**src/rtl/pmu_i2c_regfile.sv**
```systemverilog
module pmu_i2c_regfile #(
  parameter logic [6:0] DEV_ADDR   = 7'b1101000,
  parameter logic [6:0] BUCK1_INIT = 7'h0F,
  parameter logic [6:0] BUCK2_INIT = 7'h14,
  parameter logic [5:0] LDO1_INIT  = 6'h0C,
  parameter logic [5:0] LDO2_INIT  = 6'h12,
  parameter logic [7:0] CONV_INIT  = 8'h0F,
  parameter logic [7:0] SYS_INIT   = 8'h2F,
  parameter logic [7:0] SLEW_INIT  = 8'h12
)(
  input  logic       clk,
  input  logic       rst_n,
  input  logic       scl_i,
  input  logic       sda_i,
  output logic       sda_oe,
  output logic [6:0] buck1_code,
  output logic [6:0] buck2_code,
  output logic [5:0] ldo1_code,
  output logic [5:0] ldo2_code,
  output logic [6:0] conv_cfg,
  output logic       if_en,
  output logic [1:0] pg_delay,
  output logic [3:0] rail_en,
  output logic [2:0] buck2_slew,
  output logic [2:0] buck1_slew
);
  typedef enum logic [2:0] {S_IDLE, S_RX, S_ACK, S_TX, S_HACK} st_t;
  typedef enum logic [1:0] {P_DEV, P_REG, P_DAT} ph_t;

  logic [2:0] scl_p, sda_p;
  st_t        state;
  ph_t        phase;
  logic [3:0] bit_cnt;
  logic [7:0] rx_sh;
  logic [6:0] tx_sh;
  logic [7:0] ptr;
  logic       rd_mode;
  logic [7:0] rd_byte;

  always_ff @(posedge clk or negedge rst_n)
    if (!rst_n) begin
      scl_p <= 3'b111;
      sda_p <= 3'b111;
    end else begin
      scl_p <= {scl_p[1:0], scl_i};
      sda_p <= {sda_p[1:0], sda_i};
    end

  wire scl_s    = scl_p[1];
  wire sda_s    = sda_p[1];
  wire scl_rise = scl_p[1] & ~scl_p[2];
  wire scl_fall = ~scl_p[1] & scl_p[2];
  wire start_c  = scl_p[1] & scl_p[2] & sda_p[2] & ~sda_p[1];
  wire stop_c   = scl_p[1] & scl_p[2] & ~sda_p[2] & sda_p[1];

  always_comb
    case (ptr)
      8'h00:   rd_byte = {1'b0, buck1_code};
      8'h01:   rd_byte = {1'b0, buck2_code};
      8'h02:   rd_byte = {2'b00, ldo1_code};
      8'h03:   rd_byte = {2'b00, ldo2_code};
      8'h04:   rd_byte = {1'b0, conv_cfg};
      8'h05:   rd_byte = {1'b0, if_en, pg_delay, rail_en};
      8'h06:   rd_byte = {1'b0, buck2_slew, 1'b0, buck1_slew};
      default: rd_byte = 8'h00;
    endcase

  always_ff @(posedge clk or negedge rst_n)
    if (!rst_n) begin
      state      <= S_IDLE;
      phase      <= P_DEV;
      bit_cnt    <= '0;
      rx_sh      <= '0;
      tx_sh      <= '0;
      ptr        <= '0;
      rd_mode    <= 1'b0;
      sda_oe     <= 1'b0;
      buck1_code <= BUCK1_INIT;
      buck2_code <= BUCK2_INIT;
      ldo1_code  <= LDO1_INIT;
      ldo2_code  <= LDO2_INIT;
      conv_cfg   <= CONV_INIT[6:0];
      if_en      <= SYS_INIT[6];
      pg_delay   <= SYS_INIT[5:4];
      rail_en    <= SYS_INIT[3:0];
      buck2_slew <= SLEW_INIT[6:4];
      buck1_slew <= SLEW_INIT[2:0];
    end else if (start_c) begin
      state   <= S_RX;
      phase   <= P_DEV;
      bit_cnt <= '0;
      sda_oe  <= 1'b0;
    end else if (stop_c) begin
      state  <= S_IDLE;
      sda_oe <= 1'b0;
    end else begin
      case (state)
        S_RX:
          if (scl_rise && bit_cnt < 4'd8) begin
            rx_sh   <= {rx_sh[6:0], sda_s};
            bit_cnt <= bit_cnt + 4'd1;
          end else if (scl_fall && bit_cnt == 4'd8) begin
            bit_cnt <= '0;
            case (phase)
              P_DEV:
                if (rx_sh[7:1] == DEV_ADDR) begin
                  rd_mode <= rx_sh[0];
                  phase   <= P_REG;
                  state   <= S_ACK;
                  sda_oe  <= 1'b1;
                end else begin
                  state <= S_IDLE;
                end
              P_REG: begin
                ptr    <= rx_sh;
                phase  <= P_DAT;
                state  <= S_ACK;
                sda_oe <= 1'b1;
              end
              default: begin
                case (ptr)
                  8'h00: buck1_code <= rx_sh[6:0];
                  8'h01: buck2_code <= rx_sh[6:0];
                  8'h02: ldo1_code  <= rx_sh[5:0];
                  8'h03: ldo2_code  <= rx_sh[5:0];
                  8'h04: conv_cfg   <= rx_sh[6:0];
                  8'h05: begin
                    if_en    <= rx_sh[6];
                    pg_delay <= rx_sh[5:4];
                    rail_en  <= rx_sh[3:0];
                  end
                  8'h06: begin
                    buck2_slew <= rx_sh[6:4];
                    buck1_slew <= rx_sh[2:0];
                  end
                  default: ;
                endcase
                ptr    <= ptr + 8'd1;
                state  <= S_ACK;
                sda_oe <= 1'b1;
              end
            endcase
          end
        S_ACK:
          if (scl_fall) begin
            bit_cnt <= '0;
            if (rd_mode) begin
              tx_sh  <= rd_byte[6:0];
              sda_oe <= ~rd_byte[7];
              ptr    <= ptr + 8'd1;
              state  <= S_TX;
            end else begin
              sda_oe <= 1'b0;
              state  <= S_RX;
            end
          end
        S_TX:
          if (scl_rise) begin
            bit_cnt <= bit_cnt + 4'd1;
          end else if (scl_fall) begin
            if (bit_cnt == 4'd8) begin
              sda_oe <= 1'b0;
              state  <= S_HACK;
            end else begin
              sda_oe <= ~tx_sh[6];
              tx_sh  <= {tx_sh[5:0], 1'b0};
            end
          end
        S_HACK:
          if (scl_rise && sda_s) begin
            state <= S_IDLE;
          end else if (scl_fall) begin
            bit_cnt <= '0;
            tx_sh   <= rd_byte[6:0];
            sda_oe  <= ~rd_byte[7];
            ptr     <= ptr + 8'd1;
            state   <= S_TX;
          end
        default: ;
      endcase
    end

  assert_drive_on_low_R10: assert property (@(posedge clk) disable iff (!rst_n)
    $rose(sda_oe) |-> !scl_s);

  assert_idle_released_R2: assert property (@(posedge clk) disable iff (!rst_n)
    (state == S_IDLE) |-> !sda_oe);

  assert_ack_held_R3: assert property (@(posedge clk) disable iff (!rst_n)
    (state == S_ACK && scl_s) |-> sda_oe);

  assert_regs_hold_R8: assert property (@(posedge clk) disable iff (!rst_n)
    (state != S_RX) |=> ($stable(rail_en) && $stable(buck1_code) && $stable(buck2_slew)));
endmodule

```
**config.mk**
```make
export PLATFORM = sky130hd
export DESIGN_NAME = pmu_i2c_regfile
export DESIGN_NICKNAME = d
export VERILOG_FILES = /design/src/rtl/pmu_i2c_regfile.sv
export SDC_FILE = /design/constraint.sdc
export NUM_CORES = 1
export LEC_CHECK = 0
export BUFFER_PORTS_ARGS = -buffer_cell sky130_fd_sc_hd__buf_2
export CORE_ASPECT_RATIO = 1.1
export CORE_MARGIN = 2
export CORE_UTILIZATION = 48
export DETAILED_ROUTE_END_ITERATION = 6
export PLACE_DENSITY = 0.71
export SLEW_MARGIN = 20
export SYNTH_ARGS = -nofsm -noshare
export SYNTH_HDL_FRONTEND = slang
export SYNTH_SLANG_ARGS = --single-unit
```
**constraint.sdc**
```tcl
create_clock -name clk -period 2 [get_ports clk]
set_input_delay 0.2 -clock clk [delete_from_list [all_inputs] [get_ports clk]]
set_output_delay 0.2 -clock clk [all_outputs]
set_load 0.01 [all_outputs]
```
== Word-level counts from Yosys, hierarchy flattened ==
Index checks and enable logic that the tools add are counted.
Storage, ports and cells
  register bits after elaboration: 86
  output and inout port bits: 47
  word-level logic and storage cells: 167
Cells by class
  eq/ne operators: 39
  reductions and logical operators: 28
  multiplexer cells: 60
  magnitude comparators: 1
  $add $sub $neg: 2
  bitwise gates (word level): 17
Operators by type and width (count)
  7-bit AND reduction: 8
  7-bit two-way mux: 7
  7-bit case mux with 7 select lines: 1
  8-bit two-way mux: 6
  4-bit inequality test (second input constant): 9
  3-bit two-way mux: 11
  4-bit two-way mux: 7
  8-bit by 3-bit == test with 1-bit output (second input constant): 3
  2-bit inequality test (second input constant): 12
  8-bit case mux with 3 select lines: 1
  7-bit case mux with 3 select lines: 1
  10-bit AND reduction: 2
  8-bit by 2-bit == test with 1-bit output (second input constant): 2
  2-bit two-way mux: 8
  4-bit case mux with 4 select lines: 1
  8-bit case mux with 2 select lines: 1
  1-bit two-way mux: 13
  3-bit case mux with 4 select lines: 1
  5-bit inequality test (second input constant): 2
  3-bit inequality test (second input constant): 3
  1-bit NOT: 9
  9-bit AND reduction: 1
  3-bit nonzero test: 3
  8-bit by 1-bit adder with 8-bit output (second input constant): 1
  24 further kinds: 34

== Logic depth before layout (Yosys ltp) ==
  depth in word-level cells: 8
  depth in mapped cells: 9
  mapped depth without buffers: 7

== Worst setup path after synthesis ==
No wires, ideal clock.
  path type: register to register
  start point: reg bit_cnt[0]
  end point: reg buck2_code[1]
  clock period less this slack: 1.978 ns
  required time: 1.872 ns
  cell stages (with the launch flop): 9
  setup time: 0.128 ns
  arrival: 1.850 ns
  setup slack: 0.022 ns
  buffers on the path: 1
  cells stage by stage: dfrtp_1 > inv_1 > ha_1 > nand3b_1 > nor3b_4 > and4b_1 > and2_1 > buf_4 > mux2_1
Between the ends
  cells in the longest elaborated chain, start to end: 4
RTL lines
  start: declaration: RTL line 33  | logic [3:0] bit_cnt;
  start signal: assignment: RTL line 101  | bit_cnt <= bit_cnt + 4'd1;
  start signal: assignment: RTL line 159  | bit_cnt <= bit_cnt + 4'd1;
  4-bit less-than comparator: RTL line 99  | if (scl_rise && bit_cnt < 4'd8) begin
  1-bit logical AND: RTL line 99
  1-bit NOT (no source line)
  7-bit AND reduction (no source line) *
  end signal: assignment: RTL line 123  | 8'h01: buck2_code <= rx_sh[6:0];
  end: declaration: RTL line 17  | output logic [6:0] buck2_code,
Every way passes the cells marked *; elsewhere a longest branch is shown, timed or not.
A chain may end at the register's enable or synchronous reset.

== Final worst setup path ==
  start point: reg ptr[0]
  end point: reg tx_sh[1]
Between the ends
  cells in the longest elaborated chain, start to end: 5
RTL lines
  start: declaration: RTL line 36  | logic [7:0] ptr;
  start signal: assignment: RTL line 115  | ptr <= rx_sh;
  start signal: assignment: RTL line 138  | ptr <= ptr + 8'd1;
  start signal: assignment: RTL line 150  | ptr <= ptr + 8'd1;
  8-bit by 3-bit == test with 1-bit output, or another cell as far along: RTL line 57  | case (ptr)
  7-bit case mux with 7 select lines *: RTL line 57
  7-bit two-way mux, on equally long branches: RTL line 172, 147
  7-bit two-way mux, on equally long branches: RTL line 170, 145
  7-bit case mux with 3 select lines *: RTL line 97  | case (state)
  end signal: assignment: RTL line 148  | tx_sh <= rd_byte[6:0];
  end signal: assignment: RTL line 166  | tx_sh <= {tx_sh[5:0], 1'b0};
  end signal: assignment: RTL line 174  | tx_sh <= rd_byte[6:0];
  end: declaration: RTL line 35  | logic [6:0] tx_sh;
Every way passes the cells marked *; elsewhere a longest branch is shown, timed or not. The select of a mux whose other input is x is not followed.

==> out/qor.yml <==
run_status:
  status: "complete, but fails checks"
  violations: "negative setup slack"
cts:
  cts_sinks: 86
  tritoncts: "yes"
  path_clk_slew_ps: 90
  cts_made_buffers: 9
  ctsRootBufferMaster: "clkbuf_8"
  clk_latency_ps: 360
  htree_num_levels: 3
  cts_buffer_depth: 2
floorplanning:
  start_util: 0.486
  io-pin-count: 51
  design.die.area_mm2: 0.0102
  rows: 37
  core_area_mm2: 0.00926
  die_w_um: 96.3
  fp.dieH_um: 106
sta:
  fin_crit_sh: 1.04
  rsz0062_at_grt: "true"
  fin_crit_ps: 2090
  worst_slack_ps: -89.9
  hold_viol_final: 0
  fmax_mhz: 478
  setup_viol_count_final: 37
  finalMaxSlewViolations: 0
  worstMarginPinSlew_ps: 621
  worst_slew_margin_rel: 0.586
  clock_skew_ps: 19.0
  hold_slack_ps: 246
yosys:
  syn_area_mm2: 0.00450
  synth_edf_count: 0
  postSynthAreaPerCell_um2: 11.5
  synthArstFlopShare: 1.00
  ys.warnings.count: 0
  yosysSeqAreaShare: 0.486
  synthCells: 392
  syn_nets: 402
  ys_types: 64
  synthFlopType: "dfrtp_1"
  ys_seq_elements: 86
power_and_ir_drop:
  clockPowerShare: 0.372
  p_sw_frac: 0.266
  power.total_w: 0.00351
  vdd_drop_max_mv: 0.387
  p_comb_frac: 0.102
  power_leakage_nw: 2.78
  p_seq_frac: 0.526
  p_sw_w: 0.000934
  p_int_w: 0.00258
  p_per_area_mw_per_mm2: 605
grt:
  grtUsageTotal: 0.241
  grt_first_pass_wirelength_mm: 18.8
  antenna_found_initial: 0
  grt_pass1_vias: 3618
  grt-ovfl-total: 0
  grt_start_max_net_pins: 70
route:
  firstDrtPassIters: 5
  antenna_left: 0
  via_count: 3632
  routed_wl_mm: 11.8
  drt_iter0_drc: 295
  viasPerCell: 5.94
  wl_per_cell_um: 19.3
  drc: 0
final_layout:
  antenna_cells: 0
  fin_util: 0.626
  final_nets: 499
  final_common_cell: "dfrtp_1"
  fillers: 730
  final_cell_mix: "59 x dfrtp_1, 49 x buf_4, 49 x buf_2"
  multi_input_area_mm2: 0.00247
  area_growth_pct: 28.9
  seqCellArea_mm2: 0.00219
  drive_above_1_share: 0.524
placement:
  place_congestion: 0.903
  dp_hpwl_mm: 8.00
  io_buffers: 50
critical_path:
  cp.arrival_ps: 2330
  critPathMaxStageDelay_ps: 590
  worstSetupPathType: "reg -> reg"
  worst-path-max-fanout: 4
  cp-start-kind: "flop"
  cp_num_buf_inv: 1
  worstPathRequired_ps: 2240
  critPathCaptureType: "flop"
  critPathSlowestCell: "a222oi_1"
  path_delay_family: "compound AO/OA/AOI/OAI gates"
  worstPathCellList: "ha_2, buf_6, a222oi_1, nor2_1, a221oi_2, o21ai_1, mux2_2"
min_path:
  hold_path.class: "in -> async"
job:
  cap_violations: 0
-- power groups by stage --
stage	clock [W]	sequential, W	combinational [W]
6_report	0.00131	0.00185	0.000358
2_1_floorplan	0	0.00185	0.000187
5_1_grt	0.00139	0.00185	0.000399
3_3_place_gp	0	0.00187	0.000327
4_1_cts	0.00133	0.00185	0.000338
3_5_place_dp	0	0.00188	0.000330
-- Yosys cell counts, types with 5 or more instances --
| library cell | n | area share |
|---|---|---|
| nor2_1 | 15 | 0.013 |
| mux2_1 | 32 | 0.080 |
| ha_1 | 6 | 0.017 |
| a222oi_1 | 5 | 0.011 |
| a22o_1 | 7 | 0.014 |
| a22oi_1 | 9 | 0.015 |
| nor2b_1 | 8 | 0.011 |
| nor3_1 | 8 | 0.0089 |
| o21ai_1 | 8 | 0.0089 |
| nand2_1 | 28 | 0.023 |
| o21ai_0 | 16 | 0.018 |
| mux2_2 | 22 | 0.055 |
| a21oi_1 | 14 | 0.016 |
| mux2_4 | 14 | 0.047 |
| clkbuf_1 | 15 | 0.013 |
| nand3b_1 | 6 | 0.010 |
| dfstp_2 | 27 | 0.16 |
| dfrtp_1 | 59 | 0.33 |
| nand3_1 | 12 | 0.013 |
| inv_1 | 6 | 0.0050 |
-- state kept, by name (all words and copies together), names as in the netlist, 4 cells and up --
| name | count |
|---|---|
| ptr | 8 |
| rx_sh | 8 |
| buck1_code | 7 |
| buck2_code | 7 |
| conv_cfg | 7 |
| tx_sh | 7 |
| ldo1_code | 6 |
| ldo2_code | 6 |
| bit_cnt | 4 |
| rail_en | 4 |
-- layer usage --
| metal | wire [um] | share of wire | vias to the layer above | GRT usage |
|---|---|---|---|---|
| met5 | 0 | 0 | - | 0 |
| met4 | 152 | 0.013 | 0 | 0.0584 |
| met3 | 832 | 0.071 | 14 | 0.0600 |
| met2 | 5590 | 0.47 | 128 | 0.360 |
| met1 | 5220 | 0.44 | 1845 | 0.352 |
| li1 | - | - | 1645 | - |
-- path summary, 6_finish.rpt --
| kind | from | endpoint | slack [ps] | depth (start not counted) |
|---|---|---|---|---|
| max | ptr[0]$_DFFE_PN0P_ | tx_sh[1]$_DFFE_PN0P_ | -90 | 7 |
| min | rst_n | bit_cnt[0]$_DFFE_PN0P_ | 250 | 2 |
| max reg2reg | ptr[0]$_DFFE_PN0P_ | tx_sh[1]$_DFFE_PN0P_ | -90 | 7 |
| min reg2reg | scl_p[0]$_DFF_PN1_ | scl_p[1]$_DFF_PN1_ | 360 | 0 |
| max in group asynchronous | rst_n | buck1_slew[1]$_DFFE_PN1P_ | 1070 | 3 |
| min in group clk | scl_p[0]$_DFF_PN1_ | scl_p[1]$_DFF_PN1_ | 360 | 0 |
-- stage by stage --
stage               std cells  cell area, um2  setup WS (ps)  TNS [ps]
global route              611            5800           -168     -4800
floorplan                 392            4500           22.2         0
CTS                       609            5540          -39.9      -310
detailed placement        588            5200           -119     -1720
finish                    611            5800          -89.9     -1200
global placement          588            5200          -66.2      -770
-- cell families after synthesis --
kind of cell               synth area share
and+or+nand+nor                       0.134
AOI/OAI and AO/OA                     0.137
DFF                                   0.486
muxes                                 0.191
buffers and inverters                0.0303
adders and majority gates            0.0167
xor gates and xnor gates            0.00584
-- area by class of cell --
type | instances | share of cell area
inverter | 7 | 0.00453
clock inverter | 6 | 0.0129
sequential | 86 | 0.377
multi-input combinational | 275 | 0.425
tap | 117 | 0.0252
clock buffer | 10 | 0.0237
timing repair buffer | 110 | 0.131
-- repair_timing --
item,4_1_cts,5_1_grt
setup buffers,2,3
resized for setup,28,63
pin swaps,5,18
endpoints found under the hold margin,19,0
setup endpoints to repair,40,66
hold buffers,3,0
Note: power is estimated with default switching activity, not from simulation.
